### src/rtl/b656_pkg.sv
package b656_pkg;

    // Bit positions inside the 8-bit XY word; downstream decode depends on them.
    localparam int XY_W     = 8;
    localparam int XY_ONE   = 7;
    localparam int XY_F     = 6;
    localparam int XY_V     = 5;
    localparam int XY_H     = 4;
    localparam int PRE_LEN  = 3;   // bytes of preamble before XY
    localparam int GROUP_SZ = 4;   // bytes per Cb Y Cr Y group

    typedef struct packed {
        logic f;
        logic v;
        logic h;
    } ref_bits_t;

    typedef enum logic [1:0] {
        SLOT_CB = 2'd0,
        SLOT_Y0 = 2'd1,
        SLOT_CR = 2'd2,
        SLOT_Y1 = 2'd3
    } slot_e;

    function automatic ref_bits_t xy_fields(input logic [XY_W-1:0] xy);
        ref_bits_t r;
        r.f = xy[XY_F];
        r.v = xy[XY_V];
        r.h = xy[XY_H];
        return r;
    endfunction

    function automatic logic xy_protect_ok(input logic [XY_W-1:0] xy);
        ref_bits_t r;
        logic [3:0] want;
        r    = xy_fields(xy);
        want = {r.v ^ r.h, r.f ^ r.h, r.f ^ r.v, r.f ^ r.v ^ r.h};
        return xy[XY_ONE] && (xy[3:0] == want);
    endfunction

    function automatic slot_e slot_next(input slot_e s);
        return slot_e'(s + 2'd1);
    endfunction

endpackage

### src/rtl/b656_ref_detect.sv
module b656_ref_detect
    import b656_pkg::*;
#(
    parameter int DATA_W = 8
) (
    input  logic              clk,
    input  logic              rst,
    input  logic [DATA_W-1:0] din,
    output logic              hit,
    output ref_bits_t         code
);
    localparam logic [DATA_W-1:0] ALL_ONE  = '1;
    localparam logic [DATA_W-1:0] ALL_ZERO = '0;

    logic [DATA_W-1:0] hist [PRE_LEN];
    logic [XY_W-1:0]   xy;
    logic              pre_ok;

    always_ff @(posedge clk) begin
        if (rst) hist[0] <= '0;
        else     hist[0] <= din;
    end

    for (genvar i = 1; i < PRE_LEN; i++) begin : g_hist
        always_ff @(posedge clk) begin
            if (rst) hist[i] <= '0;
            else     hist[i] <= hist[i-1];
        end
    end

    always_comb begin
        // oldest byte must be all ones, the rest all zeros
        pre_ok = (hist[PRE_LEN-1] == ALL_ONE);
        for (int k = 0; k < PRE_LEN-1; k++) begin
            pre_ok = pre_ok && (hist[k] == ALL_ZERO);
        end
        xy   = din[DATA_W-1 -: XY_W];
        hit  = pre_ok && xy_protect_ok(xy);
        code = xy_fields(xy);
    end

endmodule

### src/rtl/b656_timing.sv
module b656_timing
    import b656_pkg::*;
(
    input  logic      clk,
    input  logic      rst,
    input  logic      hit,
    input  ref_bits_t code,
    output ref_bits_t flags,
    output logic      hsync,
    output logic      vsync
);
    ref_bits_t flags_q;
    logic      hsync_q;
    logic      vsync_q;

    always_ff @(posedge clk) begin
        if (rst) begin
            flags_q <= '{f: 1'b0, v: 1'b1, h: 1'b1};
            hsync_q <= 1'b0;
            vsync_q <= 1'b0;
        end else begin
            hsync_q <= hit && code.h;
            vsync_q <= hit && code.v && !flags_q.v;
            if (hit) flags_q <= code;
        end
    end

    assign flags = flags_q;
    assign hsync = hsync_q;
    assign vsync = vsync_q;

endmodule

### src/rtl/b656_unpack.sv
module b656_unpack
    import b656_pkg::*;
#(
    parameter int DATA_W = 8,
    localparam int PIX_W = 3 * DATA_W
) (
    input  logic              clk,
    input  logic              rst,
    input  logic [DATA_W-1:0] din,
    input  logic              hit,
    input  ref_bits_t         code,
    output logic              pix_valid,
    output logic [PIX_W-1:0]  pix
);
    localparam logic [DATA_W-1:0] ALL_ONE = '1;

    logic              run_q;
    slot_e             slot_q;
    logic [DATA_W-1:0] cb_q, y0_q, cr_q;
    logic              vld_q;
    logic [PIX_W-1:0]  pix_q;
    logic              take;

    assign take = run_q && (din != ALL_ONE);

    // capture gate: opened by a visible start code, closed by FF or any other code
    always_ff @(posedge clk) begin
        if (rst) begin
            run_q  <= 1'b0;
            slot_q <= SLOT_CB;
        end else if (hit) begin
            run_q  <= !code.h && !code.v;
            slot_q <= SLOT_CB;
        end else if (din == ALL_ONE) begin
            run_q  <= 1'b0;
        end else if (take) begin
            slot_q <= slot_next(slot_q);
        end
    end

    always_ff @(posedge clk) begin
        if (rst) begin
            cb_q  <= '0;
            y0_q  <= '0;
            cr_q  <= '0;
            vld_q <= 1'b0;
            pix_q <= '0;
        end else begin
            vld_q <= 1'b0;
            if (take) begin
                unique case (slot_q)
                    SLOT_CB: cb_q <= din;
                    SLOT_Y0: y0_q <= din;
                    SLOT_CR: begin
                        cr_q  <= din;
                        pix_q <= {y0_q, cb_q, din};
                        vld_q <= 1'b1;
                    end
                    SLOT_Y1: begin
                        pix_q <= {din, cb_q, cr_q};
                        vld_q <= 1'b1;
                    end
                endcase
            end
        end
    end

    assign pix_valid = vld_q;
    assign pix       = pix_q;

endmodule

### src/rtl/bt656_444_decoder.sv
module bt656_444_decoder
    import b656_pkg::*;
#(
    parameter int DATA_W = 8,
    localparam int PIX_W = 3 * DATA_W
) (
    input  logic              clk,
    input  logic              rst,
    input  logic [DATA_W-1:0] byte_i,
    output logic              field_o,
    output logic              vblank_o,
    output logic              hblank_o,
    output logic              hsync_o,
    output logic              vsync_o,
    output logic              pix_valid_o,
    output logic [PIX_W-1:0]  pix_o
);
    logic      ref_hit;
    ref_bits_t ref_code;
    ref_bits_t flags;

    b656_ref_detect #(.DATA_W(DATA_W)) u_detect (
        .clk  (clk),
        .rst  (rst),
        .din  (byte_i),
        .hit  (ref_hit),
        .code (ref_code)
    );

    b656_timing u_timing (
        .clk   (clk),
        .rst   (rst),
        .hit   (ref_hit),
        .code  (ref_code),
        .flags (flags),
        .hsync (hsync_o),
        .vsync (vsync_o)
    );

    b656_unpack #(.DATA_W(DATA_W)) u_unpack (
        .clk       (clk),
        .rst       (rst),
        .din       (byte_i),
        .hit       (ref_hit),
        .code      (ref_code),
        .pix_valid (pix_valid_o),
        .pix       (pix_o)
    );

    assign field_o  = flags.f;
    assign vblank_o = flags.v;
    assign hblank_o = flags.h;

endmodule

### config.mk
export PLATFORM = sky130hd
export DESIGN_NAME = bt656_444_decoder
export DESIGN_NICKNAME = d
export VERILOG_FILES = /design/src/rtl/b656_pkg.sv /design/src/rtl/b656_ref_detect.sv /design/src/rtl/b656_timing.sv /design/src/rtl/b656_unpack.sv /design/src/rtl/bt656_444_decoder.sv
export SDC_FILE = /design/constraint.sdc
export NUM_CORES = 1
export LEC_CHECK = 0
export ABC_AREA = 0
export ABC_CLOCK_PERIOD_IN_PS = 3000
export CAP_MARGIN = 30
export CORE_MARGIN = 3
export CORE_UTILIZATION = 50
export DETAILED_ROUTE_END_ITERATION = 16
export DONT_BUFFER_PORTS = 1
export SYNTH_ARGS = -nofsm -noshare
export SYNTH_HDL_FRONTEND = slang
export SYNTH_SLANG_ARGS = --single-unit
### constraint.sdc
create_clock -name clk -period 3 [get_ports clk]
set_input_delay 0.3 -clock clk [delete_from_list [all_inputs] [get_ports clk]]
set_output_delay 0.3 -clock clk [all_outputs]
set_load 0.05 [all_outputs]
Yosys cells after proc, flatten, opt, wreduce, memory -nomap -nowiden
Memories as Yosys holds them, arrays and structs flattened. Cells that the tools add are included.

Register bits: 57. Bits in writable memories: 24. Bits of input ports: 10. Output and inout bits: 30. Word-level logic and storage cells: 65. Memories kept: 1.

Memories: u_detect.hist (words 3, bits a word 8, read ports 3, clocked after memory_dff 0, write ports 3, RTL line b656_ref_detect.sv:15) `logic [DATA_W-1:0] hist [PRE_LEN];`.

Add/subtract/negate cells: 1. Eq/ne operators: 7. Muxes and demuxes: 10. Bitwise operators: 9. Reduce and logical (&&, ||, !) cells: 25.

Operator list (number): $pmux W24 S2 (1); $mux W8 (3); $eq A8 B8 Y1 const B (2); $logic_not A8 Y1 (2); $reduce_and A2 Y1 (5); $logic_and A1 B1 Y1 (9); $ne A8 B8 Y1 const B (1); $mux W1 (6); $reduce_or A2 Y1 (3); $eq A2 B2 Y1 const B (2); $eq A4 B4 Y1 (1); $reduce_bool A2 Y1 (2); $xor A1 B1 Y1 (4); $logic_not A1 Y1 (3); $or A1 B1 Y1 (3); $add A2 B1 Y2 const B (1); $eq A2 B1 Y1 const B (1); $logic_not A2 Y1 (1); $not A1 Y1 (2).

Depth between registers and ports, before layout
Gate-level depths: netlist of run 1.

Depth after elaboration: 7. Mapped depth: 8.

Modules after synthesis
A second synthesis of run 1 with hierarchy kept.

Cells, all modules: 312. Area, all modules: 3407.0 sq um.

By module, submodules not included: b656_unpack (times used 1, cells each 224, area an instance 2447.3 sq um, sequential area each 1041.0 sq um); b656_ref_detect (times used 1, cells each 73, area an instance 799.5 sq um, sequential area each 480.5 sq um); b656_timing (times used 1, cells each 15, area an instance 160.2 sq um, sequential area each 100.1 sq um).

Least setup slack after synthesis of run 1
Ideal clock, no wire load.

Path kind: in2reg. Start: input byte_i[4]. End: register u_timing.flags_q, in the netlist u_timing.flags[2]. Library setup time: 121 ps. Arrival: 2227 ps. Required time: 2879 ps. Setup slack: 652 ps. Stages: 8. Cell sequence: clkbuf_1 > inv_1 > ha_1 > xnor2_1 > nand4_1 > or4_4 > a21oi_4 > mux2_4.

Longest elaborated chain between the ends: 4.

Ends and longest elaborated chain: start: declaration (RTL line bt656_444_decoder.sv:9) `input logic [DATA_W-1:0] byte_i,`; $xor A1 B1 Y1 (RTL line b656_pkg.sv:37) `want = {r.v ^ r.h, r.f ^ r.h, r.f ^ r.v, r.f ^ r.v ^ r.h};`; $eq A4 B4 Y1 (*) (RTL line b656_pkg.sv:38) `return xy[XY_ONE] && (xy[3:0] == want);`; $logic_and A1 B1 Y1 (*) (RTL line b656_pkg.sv:38); $logic_and A1 B1 Y1 (*) (RTL line b656_ref_detect.sv:38) `hit = pre_ok && xy_protect_ok(xy);`; end signal: assignment (RTL line b656_timing.sv:18) `flags_q <= '{f: 1'b0, v: 1'b1, h: 1'b1};`; end signal: assignment (RTL line b656_timing.sv:24) `if (hit) flags_q <= code;`; end: declaration (RTL line b656_timing.sv:12) `ref_bits_t flags_q;`.

Mark *: on every way between the ends. The rest lies on a longest branch, timed or not. A chain may end at the register's enable or synchronous reset.

==> results of run 1 <==
## cell families (layout without fill, tap and decap cells)
group	count (synthesis)	after routing	share of synthesized area, %
AOI/OAI and AO/OA	47	47	9.647
adders and majority gates	6	6	2.412
xor gates and xnor gates	2	2	0.5628
and+or+nand+nor	136	136	21.99
buffers and inverters	31	22	3.979
muxes	28	28	9.325
DFF	81	81	52.09
## path summary, 6_finish.rpt
| path | start | end | slack, ns | depth (start not counted) |
|---|---|---|---|---|
| setup / recovery | u_detect.hist[0][5] | u_timing.flags[2] | 0.93 | 5 |
| hold reg to reg | u_unpack.y0_q[0] | u_unpack.y0_q[0] | 0.45 | 2 |
| hold / removal | rst | u_detect.hist[1][7] | 0.03 | 1 |
| setup reg to reg | u_detect.hist[0][5] | u_timing.flags[2] | 0.93 | 5 |
## routing by layer
layer	global-route usage, %	share of wire [%]
met5	0	0
met4	5.612	1.4
met3	6.505	5.5
met2	25.05	42
met1	26.89	51
## per-stage QoR
stage                     setup WS, ns  utilization (%)
after floorplan                 0.6520                -
after global placement          0.8272            52.13
after detailed placement        0.7928            52.13
after CTS                       0.9341            54.82
after global routing            0.7971            54.82
final                           0.9302            54.82
## state kept, by name, indices dropped and copies added (netlist names)
register	count
u_unpack.pix	24
u_timing.hsync	1
u_detect.hist	24
u_unpack.cb_q	8
u_timing.flags	3
u_unpack.run_q	1
u_unpack.pix_valid	1
u_timing.vsync	1
u_unpack.cr_q	8
u_unpack.slot_q	2
u_unpack.y0_q	8
## where the power goes
group	internal, mW	switching, mW
registers	1.09	0.00594
clock network	0.313	0.366
logic	0.0206	0.0139
total	1.42	0.386
## cell usage in the layout (no fill, tap or decap)
| cell | n |
|---|---|
| a211oi_1 | 16 |
| a21oi_1 | 25 |
| a21oi_4 | 1 |
| and2_1 | 1 |
| and3b_1 | 1 |
| buf_4 | 3 |
| clkbuf_1 | 1 |
| clkbuf_8 | 10 |
| clkinv_2 | 4 |
| dfxtp_1 | 81 |
| ha_1 | 6 |
| inv_1 | 4 |
| mux2_4 | 2 |
| mux2i_1 | 26 |
| nand2_1 | 37 |
| nand3_1 | 19 |
| nand4_1 | 2 |
| nand4b_1 | 2 |
| nor2_1 | 34 |
| nor2_2 | 1 |
| nor2b_1 | 24 |
| nor3_1 | 5 |
| nor4_2 | 2 |
| nor4b_1 | 1 |
| nor4bb_1 | 4 |
| o21a_1 | 1 |
| o21ai_0 | 1 |
| o21ai_2 | 1 |
| o311ai_1 | 2 |
| or3_1 | 1 |
| or4_1 | 1 |
| or4_4 | 1 |
| xnor2_1 | 2 |
## worst max-delay path, cell delays in order (launching register included)
cell     delay (ns)
dfxtp_1        0.33
nor4_2         0.32
nand4_1        0.14
or4_4          0.57
a21oi_4        0.28
mux2_4         0.32
## cell type report
class	count	area, um^2
clock buffers	11	141.4
clock inverters	4	20.02
fillers	557	2706
inverters	4	15.01
multi-input cells	219	1370
flip-flops and latches	81	1622
well taps	75	93.84
repair buffers	3	22.52
==> impl_metrics.csv, run 1 <==
group,metric,value,unit
finish,antennaDiodeCount,0,
cts,cts_resized,0,
finish,area_delta_synth_final,5.506,%
logic_synthesis,synth_area,3113,um^2
routing,routedWlPerCell,15.57,um
logic_synthesis,synth_area_leaders,"dfxtp_1, mux2i_1, nor2b_1, nand2_1, nor2_1",
die,die_y,84.91,um
cts,cts_made_buffers,9,
timing,fin_crit,2.070,ns
placed_design,dp_cells,382,
logic_synthesis,yosysMostFrequentCell,"dfxtp_1",
timing,hold_violations,0,
logic_synthesis,ys_seq_area_share,52.09,%
timing,worst_pin_slew,0.5396,ns
setup_path,worstPathMaxFanout,8,
setup_path,worstPathArrival,2.30,ns
finish,finalInstanceArea,3284,um^2
routing,routed_wl,6181,um
finish,final_nets,334,
placed_design,dp.final_hpwl,3845,um
job,drv_cap,0,
logic_synthesis,synth_top_cells_by_count,"dfxtp_1, nand2_1, nor2_1",
power_and_ir_drop,p_per_area,550.2,nW/um^2
global_routing,antenna_found_initial,0,
worst_hold_path,hp-class,"in -> reg",
die,start_util,51.96,%
logic_synthesis,synth_flop_cell,"dfxtp_1",
setup_path,worstPathRequired,3.23,ns
setup_path,worst_setup_path_start_kind,"flop",
routing,viasPerCell,5.368,
logic_synthesis,synth_seq_cells,81,
timing,maxSlewViolCount,0,
timing,setup-violations-final,0,
logic_synthesis,synth_edf_count,0,
timing,clock.fmax,483.1,MHz
timing,relSlewSlack,64.03,%
placed_design,numPortBuffers,0,
routing,drt_iter0_drc,124,
routing,antenna_left,0,
global_routing,grt_max_degree,83,
logic_synthesis,yosys_warnings,0,
cts,hold_buffers,0,
placed_design,postPlaceCellArea,3123,um^2
routing,remaining_drc_errors,0,
cts,cts_tree,"yes",
routing,dr.pass1.iters,4,
finish,layout-drive-gt1-share,7.764,%
cts,clock_sinks,81,
power_and_ir_drop,vdd_drop_max,0.3760,mV
timing,finalSetupTns,0,ns
setup_path,criticalPathCategory,"reg -> reg",
timing,rsz0062_at_grt,"no",
finish,final_cells,397,
setup_path,critPathCaptureType,"flop",
die,die_w,84.91,um
global_routing,globalRouteTotalUtil,18.29,%
die,die_area,7209,um^2
logic_synthesis,async_flop_share,0,%
die,io_pins,40,
global_routing,grt-ovfl-total,0,
logic_synthesis,netlist_instances,331,
logic_synthesis,ys_types,31,
cts,clk_pin_slew_worst_paths,0.07,ns
power_and_ir_drop,report.power.total,1.807,mW
placed_design,globalplace.congestion,0.7654,
die,rows,28,
cts,clock_path_buffers,2,
timing,timing.hold.ws,0.02641,ns
logic_synthesis,yosysTopAreaCell,"dfxtp_1",
cts,cts_root_buffer,"clkbuf_8",
cts,worstSkewPairLatency,0.34,ns
logic_synthesis,yosysTopAreaCellShare,52.09,%
routing,vias,2131,
global_routing,first_global_vias,2003,
global_routing,grt_pass1_wl,10240,um
die,coreArea,5991,um^2
run_status,status,"finished, final reports clean",
cts,cts_setup_buffers,0,
cts,htree_levels,3,
logic_synthesis,avgSynthCellArea,9.405,um^2
timing,skew,0.009901,ns
timing,timing.final.crit_share,68.99,%
logic_synthesis,synthesis.nets,347,
power_and_ir_drop,p_leak,1.140,nW
No activity file was read; power rests on OpenSTA's default activity.
==> run 2: changes to the inputs <==
ABC_CLOCK_PERIOD_IN_PS = 1950   (was 3000)
clock period = 1.95 ns   (was 3 ns; I/O delays follow)
==> run 2 against run 1 <==
  * Total power rose by 74%
  * Count of clock-buffer cells in the layout fell by 1
  * Routed wire length rose by 11%
  * Design area rose by 10%
  * Sequential power rose by 54%
  * Critical path depth did not move
  * Cell count rose by 7.3%
==> impl_metrics.csv, run 2 (same netlist as run 1, synthesis figures left out) <==
group,metric,value,unit
setup_path,regToRegSetupSlack,0.1,ns
cts,cts_tree,"yes",
timing,rsz0062_at_grt,"no",
placed_design,place_ws,0.07583,ns
die,coreArea,5991,um^2
timing,setup-violations-final,0,
setup_path,worst_setup_path_start_kind,"flop",
timing,setup_slack,0.09601,ns
placed_design,numPortBuffers,0,
finish,final_cells,426,
routing,antenna_left,0,
die,die_y,84.91,um
finish,final_cell_mix,"dfxtp_1, nand2_1, nor2_1",
timing,timing.hold.ws,0.01937,ns
routing,viasPerCell,5.343,
cts,clock_path_buffers,2,
worst_hold_path,hp-class,"in -> reg",
finish,area_delta_synth_final,16.32,%
timing,hold_violations,0,
cts,cts_root_buffer,"clkbuf_8",
setup_path,worstPathMaxFanout,3,
die,die_area,7209,um^2
finish,final_common_cell,"dfxtp_1",
timing,clock.fmax,539.4,MHz
job,drv_cap,0,
setup_path,worstPathRequired,2.20,ns
cts,clk_pin_slew_worst_paths,0.09,ns
setup_path,r2r_start,"u_detect.hist[0][1]",
global_routing,grt_pass1_wl,10920,um
power_and_ir_drop,report.power.total,3.138,mW
setup_path,reg2reg_depth,5,
run_status,status,"finished, final reports clean",
worst_hold_path,holdPathEnd,"u_timing.flags[0]",
power_and_ir_drop,power_frac_comb,3.7,%
die,io_pins,40,
routing,dr.pass1.iters,4,
finish,layout-drive-gt1-share,13.39,%
finish,antennaDiodeCount,0,
timing,worst_pin_slew,0.5339,ns
routing,routedWlPerCell,16.06,um
placed_design,dp_cells,399,
global_routing,antenna_found_initial,0,
placed_design,dp.final_hpwl,3975,um
routing,drt_iter0_drc,143,
die,die_w,84.91,um
worst_hold_path,holdCritStartpoint,"rst",
power_and_ir_drop,p_per_area,866.6,nW/um^2
finish,final_nets,362,
cts,worstSkewPairLatency,0.35,ns
timing,fin_crit,1.854,ns
timing,finalSetupTns,0,ns
power_and_ir_drop,power.internal,2.450,mW
cts,clock_sinks,81,
global_routing,globalRouteTotalUtil,19.78,%
timing,skew,0.008719,ns
cts,htree_levels,3,
cts,cts_made_buffers,9,
routing,routed_wl,6840,um
setup_path,r2r-end,"u_unpack.run_q",
power_and_ir_drop,p_seq_share,53.6,%
power_and_ir_drop,p_sw_share,21.91,%
timing,relSlewSlack,64.36,%
die,start_util,51.96,%
worst_hold_path,whs_path_depth,2,
placed_design,globalplace.congestion,0.7603,
power_and_ir_drop,power.share.clock,42.7,%
power_and_ir_drop,p_switching,0.6874,mW
global_routing,grt_max_degree,76,
setup_path,worstPathArrival,2.10,ns
global_routing,first_global_vias,2120,
power_and_ir_drop,p_leak,1.301,nW
setup_path,criticalPathCategory,"reg -> reg",
setup_path,crit_path_start,"u_detect.hist[0][1]",
die,rows,28,
global_routing,grt-ovfl-total,0,
power_and_ir_drop,vdd_drop_max,0.5864,mV
setup_path,critPathCaptureType,"flop",
timing,maxSlewViolCount,0,
routing,remaining_drc_errors,0,
routing,vias,2276,
timing,timing.final.crit_share,95.08,%
## run 2: changes by cell type in the layout (fill, tap and decap cells not counted), sizes merged
cell	previous run	this run
dlygate4sd3	0	10
clkbuf	11	10
clkinv	4	2
bufinv	0	2
clkinvlp	0	2
buf	3	21
## run 2: layout make-up
class                   instances  area (um^2)
clock buffers                  10        127.6
clock inverters                 6        92.59
fillers                       534         2370
inverters                       4        15.01
multi-input cells             219         1389
flip-flops and latches         81         1622
well taps                      75        93.84
repair buffers                 31        281.5
## run 2: metrics by stage
step	cell area, um^2	util, %
2_1_floorplan	3146	-
3_3_place_gp	3263	54.47
3_5_place_dp	3263	54.47
4_1_cts	3601	60.11
5_1_grt	3621	60.44
6_report	3621	60.44
## run 2: worst max-delay path by stage
stage	cells past startpoint	end	slack, ns
3_5_place_dp	6	u_timing.flags[0]	0.08
3_3_place_gp	5	u_unpack.run_q	0.09
2_1_floorplan	8	u_timing.flags[2]	0.005
6_report	5	u_unpack.run_q	0.1
4_1_cts	6	u_timing.flags[0]	0.06
5_1_grt	6	u_timing.flags[0]	0.01
## run 2: critical path, stage by stage, from the launching register on
cell and delay (ns):
dfxtp_1 0.32, nor4b_2 0.28, nand3_1 0.11, or4_4 0.53, a21oi_4 0.19, mux2_4 0.31
## run 2: power by group through the flow
stage	combinational (mW)	sequential, mW	clock (mW)
6_report	0.117	1.68	1.34
5_1_grt	0.126	1.68	1.43
4_1_cts	0.114	1.68	1.37
3_5_place_dp	0.0559	1.72	0
3_3_place_gp	0.0556	1.72	0
2_1_floorplan	0.0910	1.72	0
## run 2: per-layer routing
metal	track usage [%]	part of all wire (%)	vias to the layer above	routed length, um
met1	26.65	50	1055	3392
met4	9.065	2.3	0	160
met3	5.728	4.3	14	297
met5	0	0	-	0
met2	29.40	44	46	2989
li1	-	-	1161	-
## run 2: what timing repair did
item                                    CTS  global route
resized for setup                         0             2
endpoints found under the hold margin    75             1
hold buffers                             10             1
setup buffers                             0             0
endpoints found under the setup margin    0             5
==> run 3: changes to the inputs <==
ABC_AREA = 1   (was 0)
MAX_ROUTING_LAYER = met4   (was unset)
==> run 3 against run 2 <==
  * Fmax rose by 12%
  * Area after synthesis up 10%
  * Hold slack got worse by 0.016 ns
  * Largest cell class unchanged
==> impl_metrics.csv, run 3 <==
group,metric,value,unit
routing,viasPerCell,5.352,
routing,antenna_left,0,
logic_synthesis,synth_seq_cells,81,
power_and_ir_drop,p_sw_share,20.80,%
logic_synthesis,avgSynthCellArea,7.660,um^2
finish,final_cell_mix,"nand2_1, dfxtp_1, nor2_1",
timing,relSlewSlack,60.94,%
cts,cts_setup_buffers,0,
logic_synthesis,netlist_instances,449,
global_routing,first_global_vias,2631,
finish,antennaDiodeCount,0,
die,coreArea,6495,um^2
logic_synthesis,synth-simple-area-share,30.70,%
worst_hold_path,hp-class,"in -> reg",
power_and_ir_drop,p_leak,1.481,nW
die,die_area,7910,um^2
routing,vias,2831,
finish,final_nets,463,
placed_design,dp.final_hpwl,5129,um
setup_path,worstPathArrival,1.95,ns
die,die_y,88.94,um
logic_synthesis,synthesis.nets,465,
timing,hold_violations,0,
logic_synthesis,yosys_warnings,0,
timing,clock.fmax,603.2,MHz
logic_synthesis,synth_compound_gate_area_share,9.603,%
timing,fin_crit,1.658,ns
cts,clock_sinks,81,
die,rows,29,
finish,area_delta_synth_final,9.858,%
setup_path,worstPathRequired,2.24,ns
worst_hold_path,holdCritStartpoint,"byte_i[2]",
timing,setup-violations-final,0,
cts,clk_pin_slew_worst_paths,0.08,ns
global_routing,grt-ovfl-total,0,
logic_synthesis,synth_top_cells_by_count,"nand2_1, dfxtp_1, nor2_1",
cts,cts_made_buffers,9,
cts,htree_levels,3,
cts,cts_root_buffer,"clkbuf_8",
logic_synthesis,yosysTopAreaCell,"dfxtp_1",
placed_design,globalplace.congestion,0.7946,
logic_synthesis,synth_area_leaders,"dfxtp_1, nand2_1, nand4_1, a21oi_1, nor2_1",
logic_synthesis,synth_top_family_by_area,"simple AND/OR/NAND/NOR gates",
power_and_ir_drop,p_switching,0.7194,mW
global_routing,antenna_found_initial,0,
logic_synthesis,ys_types,26,
logic_synthesis,yosysMostFrequentCell,"nand2_1",
power_and_ir_drop,power.share.clock,47.6,%
die,io_pins,40,
cts,clock_path_buffers,2,
timing,rsz0062_at_grt,"no",
placed_design,place_ws,0.3015,ns
global_routing,grt_max_degree,69,
timing,timing.final.crit_share,85.02,%
logic_synthesis,yosysTopAreaCellShare,47.14,%
setup_path,worstPathMaxFanout,25,
power_and_ir_drop,vdd_drop_max,0.5235,mV
timing,skew,0.006624,ns
logic_synthesis,synth_edf_count,0,
setup_path,critPathCaptureType,"flop",
power_and_ir_drop,p_seq_share,48.6,%
run_status,status,"finished, final reports clean",
logic_synthesis,synth_flop_cell,"dfxtp_1",
setup_path,worst_setup_path_start_kind,"flop",
logic_synthesis,synth_area,3440,um^2
timing,maxSlewViolCount,0,
logic_synthesis,muxShareOfSynthArea,0,%
logic_synthesis,synth_xor_xnor_area_share,0,%
cts,worstSkewPairLatency,0.36,ns
global_routing,globalRouteTotalUtil,22.75,%
global_routing,grt_pass1_wl,13260,um
finish,final_common_cell,"nand2_1",
timing,finalSetupTns,0,ns
power_and_ir_drop,power_frac_comb,3.8,%
routing,routed_wl,8008,um
finish,layout-drive-gt1-share,8.186,%
logic_synthesis,synthAdderAreaFrac,2.183,%
cts,cts_tree,"yes",
routing,remaining_drc_errors,0,
setup_path,crit_path_start,"u_unpack.slot_q[0]",
timing,setup_slack,0.2921,ns
logic_synthesis,ys_seq_area_share,47.14,%
logic_synthesis,async_flop_share,0,%
setup_path,r2r_start,"u_unpack.slot_q[0]",
routing,drt_iter0_drc,253,
routing,routedWlPerCell,15.14,um
setup_path,criticalPathCategory,"reg -> reg",
routing,dr.pass1.iters,6,
die,die_w,88.94,um
job,drv_cap,0,
power_and_ir_drop,power.internal,2.740,mW
power_and_ir_drop,p_per_area,915.4,nW/um^2
die,start_util,52.96,%
placed_design,numPortBuffers,0,
timing,worst_pin_slew,0.5852,ns
==> run 3: routing by layer <==
metal / GRT usage (%) / wire length, um
met1: 32.57 / 3949
met2: 31.44 / 3262
met3: 5.622 / 705
met4: 7.172 / 91
met5: - / 0
==> run 3: final cells by class <==
class / instances / area [um^2]
fillers: 592 / 2716
flip-flops and latches: 81 / 1622
multi-input cells: 297 / 1461
repair buffers: 17 / 170.2
inverters: 41 / 153.9
clock buffers: 10 / 137.6
clock inverters: 6 / 137.6
well taps: 77 / 96.34
==> run 3: stage by stage <==
step                      total power, mW  hold slack, ns  util (%)  std cells  area [um^2]
after floorplan                     1.807          0.3252         -        449         3440
after global placement              1.804          0.2735     52.13        503         3386
after detailed placement            1.804          0.2748     52.13        503         3386
after CTS                           3.487        0.001171     58.18        529         3779
after global routing                3.569        0.001178     58.18        529         3779
final                               3.459        0.003743     58.18        529         3779
==> run 3: final timing paths <==
check / to / slack (ns) / depth (start not counted)
setup reg to reg: u_unpack.pix[7] / 0.29 / 6
hold reg to reg: u_detect.hist[1][7] / 0.42 / 2
setup / recovery: u_unpack.pix[7] / 0.29 / 6
hold / removal: u_detect.hist[0][2] / 0.004 / 2
==> run 3: what timing repair did <==
item,CTS,global route
resized for setup,0,0
endpoints found under the hold margin,74,0
hold buffers,10,0
==> run 3: worst max-delay path, stage by stage (launching register included) <==
cell,delay [ns]
dfxtp_1,0.39
inv_1,0.10
ha_1,0.31
or2_1,0.29
nand3_4,0.27
nand2_1,0.10
a21oi_1,0.13
==> run 3: logic make-up after synthesis <==
| group | after synthesis |
|---|---|
| adders and majority gates | 6 |
| and+or+nand+nor | 226 |
| buffers and inverters | 71 |
| DFF | 81 |
| AOI/OAI and AO/OA | 65 |
==> run 3: power by group through the flow <==
stage | Sequential, mW | Clock [mW] | Combinational [mW]
after detailed placement | 1.72 | 0 | 0.0831
after floorplan | 1.72 | 0 | 0.0885
final | 1.68 | 1.65 | 0.132
after CTS | 1.68 | 1.67 | 0.131
after global placement | 1.72 | 0 | 0.0831
after global routing | 1.68 | 1.74 | 0.149
